===== src/rtl/reg_poll_pkg.sv =====
`timescale 1ns/1ps
package reg_poll_pkg;
  typedef enum logic [1:0] {
    ST_IDLE = 2'd0,
    ST_READ = 2'd1,
    ST_GAP  = 2'd2
  } poll_state_e;

  typedef enum logic [1:0] {
    RESP_OKAY   = 2'b00,
    RESP_EXOKAY = 2'b01,
    RESP_SLVERR = 2'b10,
    RESP_DECERR = 2'b11
  } axi_resp_e;
endpackage


===== src/rtl/poll_countdown.sv =====
`timescale 1ns/1ps
module poll_countdown #(
  parameter int unsigned CNT_W = 8
) (
  input  logic             clk_i,
  input  logic             rst_ni,
  input  logic             load_i,
  input  logic [CNT_W-1:0] load_val_i,
  input  logic             dec_i,
  output logic             last_o
);
  logic [CNT_W-1:0] cnt_q;

  always_ff @(posedge clk_i or negedge rst_ni) begin
    if (!rst_ni)     cnt_q <= '0;
    else if (load_i) cnt_q <= load_val_i;
    else if (dec_i)  cnt_q <= cnt_q - 1'b1;
  end

  assign last_o = (cnt_q == CNT_W'(1));

  // never step past the final count
  assert_no_underflow_R7: assert property (@(posedge clk_i) disable iff (!rst_ni)
    dec_i && !load_i |-> cnt_q > CNT_W'(1));
endmodule


===== src/rtl/poll_field_cmp.sv =====
`timescale 1ns/1ps
module poll_field_cmp #(
  parameter int unsigned DATA_W = 32,
  parameter int unsigned OFS_W  = $clog2(DATA_W),
  parameter int unsigned WID_W  = $clog2(DATA_W) + 1
) (
  input  logic [DATA_W-1:0] word_i,
  input  logic [OFS_W-1:0]  ofs_i,
  input  logic [WID_W-1:0]  wid_i,
  input  logic [DATA_W-1:0] expect_i,
  output logic              hit_o
);
  logic [DATA_W-1:0] field_mask;
  logic [DATA_W-1:0] aligned;

  for (genvar b = 0; b < DATA_W; b++) begin : g_mask
    assign field_mask[b] = (wid_i > WID_W'(b));
  end

  assign aligned = word_i >> ofs_i;
  assign hit_o   = ((aligned ^ expect_i) & field_mask) == '0;
endmodule


===== src/rtl/reg_poll_engine.sv =====
`timescale 1ns/1ps
module reg_poll_engine
  import reg_poll_pkg::*;
#(
  parameter int unsigned ADDR_W     = 32,
  parameter int unsigned DATA_W     = 32,
  parameter int unsigned IDX_W      = 12,
  parameter int unsigned BASE_WORD  = 0,
  parameter int unsigned RETRY_INIT = 100000,
  parameter int unsigned IDLE_GAP   = 501,
  parameter int unsigned OFS_W      = $clog2(DATA_W),
  parameter int unsigned WID_W      = $clog2(DATA_W) + 1
) (
  input  logic              clk_i,
  input  logic              rst_ni,
  input  logic              start_i,
  input  logic [IDX_W-1:0]  index_i,
  input  logic [OFS_W-1:0]  field_ofs_i,
  input  logic [WID_W-1:0]  field_wid_i,
  input  logic [DATA_W-1:0] expect_i,
  output logic              done_o,
  output logic              matched_o,
  output logic              error_o,
  output logic              timeout_o,
  output logic [1:0]        resp_o,
  output logic [ADDR_W-1:0] araddr_o,
  output logic              arvalid_o,
  input  logic              arready_i,
  input  logic [DATA_W-1:0] rdata_i,
  input  logic [1:0]        rresp_i,
  input  logic              rvalid_i,
  output logic              rready_o
);
  localparam int unsigned RETRY_W = $clog2(RETRY_INIT + 1);
  localparam int unsigned GAP_W   = $clog2(IDLE_GAP + 1);

  poll_state_e       state_q;
  logic [IDX_W-1:0]  idx_q;
  logic [OFS_W-1:0]  ofs_q;
  logic [WID_W-1:0]  wid_q;
  logic [DATA_W-1:0] exp_q;
  logic              arvalid_q, rready_q;
  logic              done_q, matched_q, error_q, timeout_q;
  logic [1:0]        resp_q;

  logic              start_go, ar_fire, r_fire, resp_ok, hit;
  logic              gap_last, gap_load, gap_dec, gap_end;
  logic              retry_last, retry_dec;
  logic [ADDR_W-1:0] word_addr;

  assign start_go = (state_q == ST_IDLE) && start_i;
  assign ar_fire  = arvalid_q && arready_i;
  assign r_fire   = (state_q == ST_READ) && rready_q && rvalid_i;
  assign resp_ok  = (rresp_i == RESP_OKAY);
  assign gap_load = r_fire && resp_ok && !hit;
  assign gap_end  = (state_q == ST_GAP) && gap_last;
  assign gap_dec  = (state_q == ST_GAP) && !gap_last;
  assign retry_dec = gap_end && !retry_last;

  poll_field_cmp #(
    .DATA_W (DATA_W),
    .OFS_W  (OFS_W),
    .WID_W  (WID_W)
  ) u_cmp (
    .word_i   (rdata_i),
    .ofs_i    (ofs_q),
    .wid_i    (wid_q),
    .expect_i (exp_q),
    .hit_o    (hit)
  );

  poll_countdown #(.CNT_W(GAP_W)) u_gap_cnt (
    .clk_i      (clk_i),
    .rst_ni     (rst_ni),
    .load_i     (gap_load),
    .load_val_i (GAP_W'(IDLE_GAP)),
    .dec_i      (gap_dec),
    .last_o     (gap_last)
  );

  poll_countdown #(.CNT_W(RETRY_W)) u_retry_cnt (
    .clk_i      (clk_i),
    .rst_ni     (rst_ni),
    .load_i     (start_go),
    .load_val_i (RETRY_W'(RETRY_INIT)),
    .dec_i      (retry_dec),
    .last_o     (retry_last)
  );

  always_ff @(posedge clk_i or negedge rst_ni) begin
    if (!rst_ni) begin
      state_q   <= ST_IDLE;
      idx_q     <= '0;
      ofs_q     <= '0;
      wid_q     <= '0;
      exp_q     <= '0;
      arvalid_q <= 1'b0;
      rready_q  <= 1'b0;
      done_q    <= 1'b0;
      matched_q <= 1'b0;
      error_q   <= 1'b0;
      timeout_q <= 1'b0;
      resp_q    <= RESP_OKAY;
    end else begin
      done_q <= 1'b0;
      unique case (state_q)
        ST_IDLE: begin
          if (start_i) begin
            idx_q     <= index_i;
            ofs_q     <= field_ofs_i;
            wid_q     <= field_wid_i;
            exp_q     <= expect_i;
            matched_q <= 1'b0;
            error_q   <= 1'b0;
            timeout_q <= 1'b0;
            resp_q    <= RESP_OKAY;
            arvalid_q <= 1'b1;
            rready_q  <= 1'b1;
            state_q   <= ST_READ;
          end
        end
        ST_READ: begin
          if (ar_fire) arvalid_q <= 1'b0;
          if (r_fire) begin
            rready_q <= 1'b0;
            resp_q   <= rresp_i;
            if (!resp_ok) begin
              error_q <= 1'b1;
              done_q  <= 1'b1;
              state_q <= ST_IDLE;
            end else if (hit) begin
              matched_q <= 1'b1;
              done_q    <= 1'b1;
              state_q   <= ST_IDLE;
            end else begin
              state_q <= ST_GAP;
            end
          end
        end
        ST_GAP: begin
          if (gap_last) begin
            if (retry_last) begin
              timeout_q <= 1'b1;
              done_q    <= 1'b1;
              state_q   <= ST_IDLE;
            end else begin
              arvalid_q <= 1'b1;
              rready_q  <= 1'b1;
              state_q   <= ST_READ;
            end
          end
        end
        default: state_q <= ST_IDLE;
      endcase
    end
  end

  assign word_addr = ADDR_W'(BASE_WORD) + ADDR_W'(idx_q);
  assign araddr_o  = word_addr << 2;
  assign arvalid_o = arvalid_q;
  assign rready_o  = rready_q;
  assign done_o    = done_q;
  assign matched_o = matched_q;
  assign error_o   = error_q;
  assign timeout_o = timeout_q;
  assign resp_o    = resp_q;

  assert_ar_hold_R2: assert property (@(posedge clk_i) disable iff (!rst_ni)
    arvalid_o && !arready_i |=> arvalid_o && $stable(araddr_o));
  assert_ar_drop_R2: assert property (@(posedge clk_i) disable iff (!rst_ni)
    arvalid_o && arready_i |=> !arvalid_o);
  assert_r_drop_R3: assert property (@(posedge clk_i) disable iff (!rst_ni)
    rready_o && rvalid_i |=> !rready_o);
  assert_err_code_R5: assert property (@(posedge clk_i) disable iff (!rst_ni)
    done_o && error_o |-> resp_o != RESP_OKAY);
  assert_done_pulse_R8: assert property (@(posedge clk_i) disable iff (!rst_ni)
    done_o |=> !done_o);
  assert_done_onehot_R8: assert property (@(posedge clk_i) disable iff (!rst_ni)
    done_o |-> $countones({matched_o, error_o, timeout_o}) == 1);
  assert_bus_idle_R8: assert property (@(posedge clk_i) disable iff (!rst_ni)
    done_o |-> !arvalid_o && !rready_o);
  assert_wid_range_R10: assert property (@(posedge clk_i) disable iff (!rst_ni)
    start_i |-> field_wid_i <= WID_W'(DATA_W));
endmodule


===== config.mk =====
export PLATFORM = sky130hd
export DESIGN_NAME = reg_poll_engine
export DESIGN_NICKNAME = d
export VERILOG_FILES = /design/src/rtl/reg_poll_pkg.sv /design/src/rtl/poll_countdown.sv /design/src/rtl/poll_field_cmp.sv /design/src/rtl/reg_poll_engine.sv
export SDC_FILE = /design/constraint.sdc
export NUM_CORES = 1
export LEC_CHECK = 0
export ABC_AREA = 1
export CAP_MARGIN = 20
export CORE_ASPECT_RATIO = 0.6
export CORE_UTILIZATION = 40
export CTS_CLUSTER_SIZE = 10
export DETAILED_ROUTE_END_ITERATION = 10
export HOLD_SLACK_MARGIN = 0.12
export PLACE_DENSITY = 0.67
export REMOVE_ABC_BUFFERS = 1
export SLEW_MARGIN = 20
export SYNTH_ARGS = -nofsm -noshare
export SYNTH_HDL_FRONTEND = slang
export SYNTH_SLANG_ARGS = --single-unit

===== constraint.sdc =====
create_clock -name clk_i -period 2.04 [get_ports clk_i]
set_clock_uncertainty 0.05 [all_clocks]
set_input_delay 0.612 -clock clk_i [delete_from_list [all_inputs] [get_ports clk_i]]
set_output_delay 0.612 -clock clk_i [all_outputs]
set_load 0.03 [all_outputs]

==> metrics.yaml <==
worst_setup_path:
  worst-path-stages: 17
  rr_worst_depth: 17
  critPathTopFamily: "simple AND/OR/NAND/NOR gates"
  worstSetupStartpoint: "ofs_q[0]$_DFFE_PN0P_"
  r2r_start: "ofs_q[0]$_DFFE_PN0P_"
  cp-end-kind: "flip-flop"
  worstReg2RegEnd: "matched_o$_DFFE_PN0P_"
  slowest_delay_ns: 0.43
  crit_path_end: "matched_o$_DFFE_PN0P_"
  crit_buf_inv: 4
  crit_type: "reg2reg"
  cp_cell_sequence: "clkinv_4, buf_12, buf_6, nand2_1, nand3_2, nand3_2, nand3_4, nand3_2, nand3b_1, nand3_2, nand2_1, nand2_2, nand2_2, nor2_4, buf_4, nand3_2, a22oi_1"
  critPathArrivalTime_ns: 2.72
  worst_path_most_repeated_cell: "nand3_2"
  r2r_slack_ns: -0.49
  start_kind: "flip-flop"
  critical_path.slowest_cell: "dfrtp_1"
  critPathMaxFanout: 7
  required_ns: 2.23
floorplan:
  fp.dieW_um: 168
  die_h_um: 101
  dieArea_um2: 17000
  rows: 35
  boundaryPins: 134
  core-area_um2: 15700
  initial_core_util: 0.419
route:
  drtPass1Iterations: 6
  drtAntennaViolNets: 0
  wl_per_cell_um: 18.0
  vias: 8263
  route.detailed.drc: 0
  routed_via_density: 5.71
  routed_wl_um: 26000
  initialDrtViolationCount: 960
grt:
  antenna_found_initial: 0
  grt_overflow: 0
  grt_pass1_vias: 7230
  grt_max_degree: 43
  grt_use_total: 0.276
  grt_pass1_wl_um: 37000
clock_tree:
  clockBufferDepth: 2
  cts-root-buf: "clkbuf_16"
  numCtsBuffers: 9
  path_clk_slew_ns: 0.07
  cts.sinks: 91
  cts_tree: "done"
  holdBufCountCts: 0
  htree_levels: 3
  insertion_delay_ns: 0.34
sta:
  fin_ws_ns: -0.490
  setup_violations: 14
  finalHoldViolCount: 0
  rsz0062_at_grt: "yes"
  period_needed_ns: 2.53
  fmax_mhz: 395
  finalCritPeriodShare: 1.24
  slew_viol_final: 0
logic_synthesis:
  synth_cell_types: 35
  synth_top_area_cell: "dfrtp_1"
  synth_edf_count: 0
  synth_top_area_share: 0.346
  ys_warn_count: 0
  async_flop_share: 1.00
  ys_seq_area_frac: 0.346
  ys_seq_elements: 91
  synth_cells: 1029
  synth_flop_cell: "dfrtp_1"
  syn_avg_cell_area_um2: 6.40
  netlist_area_um2: 6580
  synth.area.top_cells: "dfrtp_1, nand3_1, nand2_1"
cells_and_area:
  stdcell_area_um2: 10800
  area_growth_pct: 64.4
  insertedDiodeCount: 0
  stdcell_count: 1447
  nNetsFinal: 1341
  layout.filler_cells: 1196
  layout-drive-gt1-share: 0.316
place:
  placedCellCount: 1416
  gp_congestion: 1.03
  dp_hpwl_um: 17200
  io_buffers: 113
  place_area_um2: 8710
worst_hold_path:
  min_path_type: "in2async"
job:
  maxCapViolations: 0
outcome:
  outcome: "complete, but fails checks"
  violations: "setup timing"
power:
  leakagePower_nw: 5.23
  powerDensity_nw_per_um2: 1640
  ir_worst_vdd_uv: 859
## what timing repair did
action,4_1_cts,5_1_grt
gates resized for setup,154,225
setup buffers,5,7
gates cloned,2,4
pin swaps,32,70
endpoints found under the setup margin,28,39
## power breakdown
part / switching [W] / leakage (nW) / total [W] / internal, W
combinational: 0.00807 / 3.97 / 0.0129 / 0.00486
sequential: 0.000562 / 1.10 / 0.00303 / 0.00246
clock: 0.000721 / 0.156 / 0.00180 / 0.00108
## final cells by class
cell class,instances,area (um2),share of cell area
clock buffer,9,225,0.0208
clock inverter,7,98.8,0.00914
inverter,78,300,0.0278
multi-input combinational,812,5210,0.482
sequential,91,2280,0.210
tap,203,254,0.0235
timing repair buffer,247,2450,0.227
## per-stage QoR
step	setup TNS (ns)	setup WS [ns]	total power [W]	hold WS (ns)	util
2_1_floorplan	-29.69	-0.861	0.00839	0.266	-
3_3_place_gp	-10.49	-0.886	0.0125	0.410	0.554
3_5_place_dp	-11.19	-0.907	0.0125	0.409	0.554
4_1_cts	-3.87	-0.349	0.0154	0.169	0.616
5_1_grt	-7.41	-0.566	0.0187	0.176	0.688
6_report	-5.52	-0.490	0.0178	0.164	0.688
## registers in the layout (all words and copies together) (netlist names), 2 cells and up
signal,count
exp_q,32
idx_q,12
ofs_q,5
resp_o,2
state_q,2
u_gap_cnt.cnt_q,9
u_retry_cnt.cnt_q,17
wid_q,6
## logic make-up after synthesis
kind of cell | count (synthesis) | synth area share
compound gates | 103 | 0.0823
xor+xnor | 3 | 0.00399
fa+ha+maj | 8 | 0.0152
buf+inv | 145 | 0.100
flops | 91 | 0.346
other cells | 1 | 0.000570
simple gates | 678 | 0.452
## synth_stat cells (3+ instances only)
library cell  instances
nand4_1              16
o21ai_0              68
a21oi_1              19
buf_1                 4
inv_1                72
nor3_1                3
xor2_1                3
inv_2                 4
dfrtp_1              91
nand2_1             327
o21ai_1               4
nand3b_1              9
a31oi_1               3
nor4_1                3
buf_2                10
buf_4                23
nor2_1               61
o21bai_1              4
clkbuf_1             28
nand3_1             250
ha_1                  8
## layer usage
metal	part of all wire	wire, um	GRT usage
met2	0.41	10600	0.382
met5	0	0	0
met3	0.12	3140	0.0817
met4	0.024	613	0.0395
met1	0.45	11700	0.424
## layout by cell type, fill, tap and decap left out, drive strengths merged, types with 4 or more instances in the layout
master         synthesis  final
nand3b                 9      9
dfrtp                 91     91
dlygate4sd2            0     18
nand2                328    328
o21bai                 4      4
inv                   76     77
ha                     8      8
clkdlybuf4s50          0     77
a21oi                 19     19
nand3                251    251
conb                   1     20
buf                   39    132
nor2                  63     63
clkbuf                28     12
nand4                 16     16
dlymetal6s2s           0     17
o21ai                 72     72
clkinv                 2      5
## worst min-delay path by stage
stage                     startpoint                               end  slack (ns)  cells past startpoint
2_1_floorplan                 rst_ni             arvalid_o$_DFFE_PN0P_        0.27                      0
3_3_place_gp   resp_o[0]$_DFFE_PN0P_             resp_o[0]$_DFFE_PN0P_        0.41                      2
3_5_place_dp   resp_o[1]$_DFFE_PN0P_             resp_o[1]$_DFFE_PN0P_        0.41                      2
4_1_cts                       rst_ni             exp_q[18]$_DFFE_PN0P_        0.17                      1
5_1_grt                       rst_ni  u_retry_cnt.cnt_q[5]$_DFFE_PN0P_        0.18                      1
6_report                      rst_ni    u_gap_cnt.cnt_q[4]$_DFFE_PN0P_        0.16                      1
No activity file was read; power rests on OpenSTA's default activity.
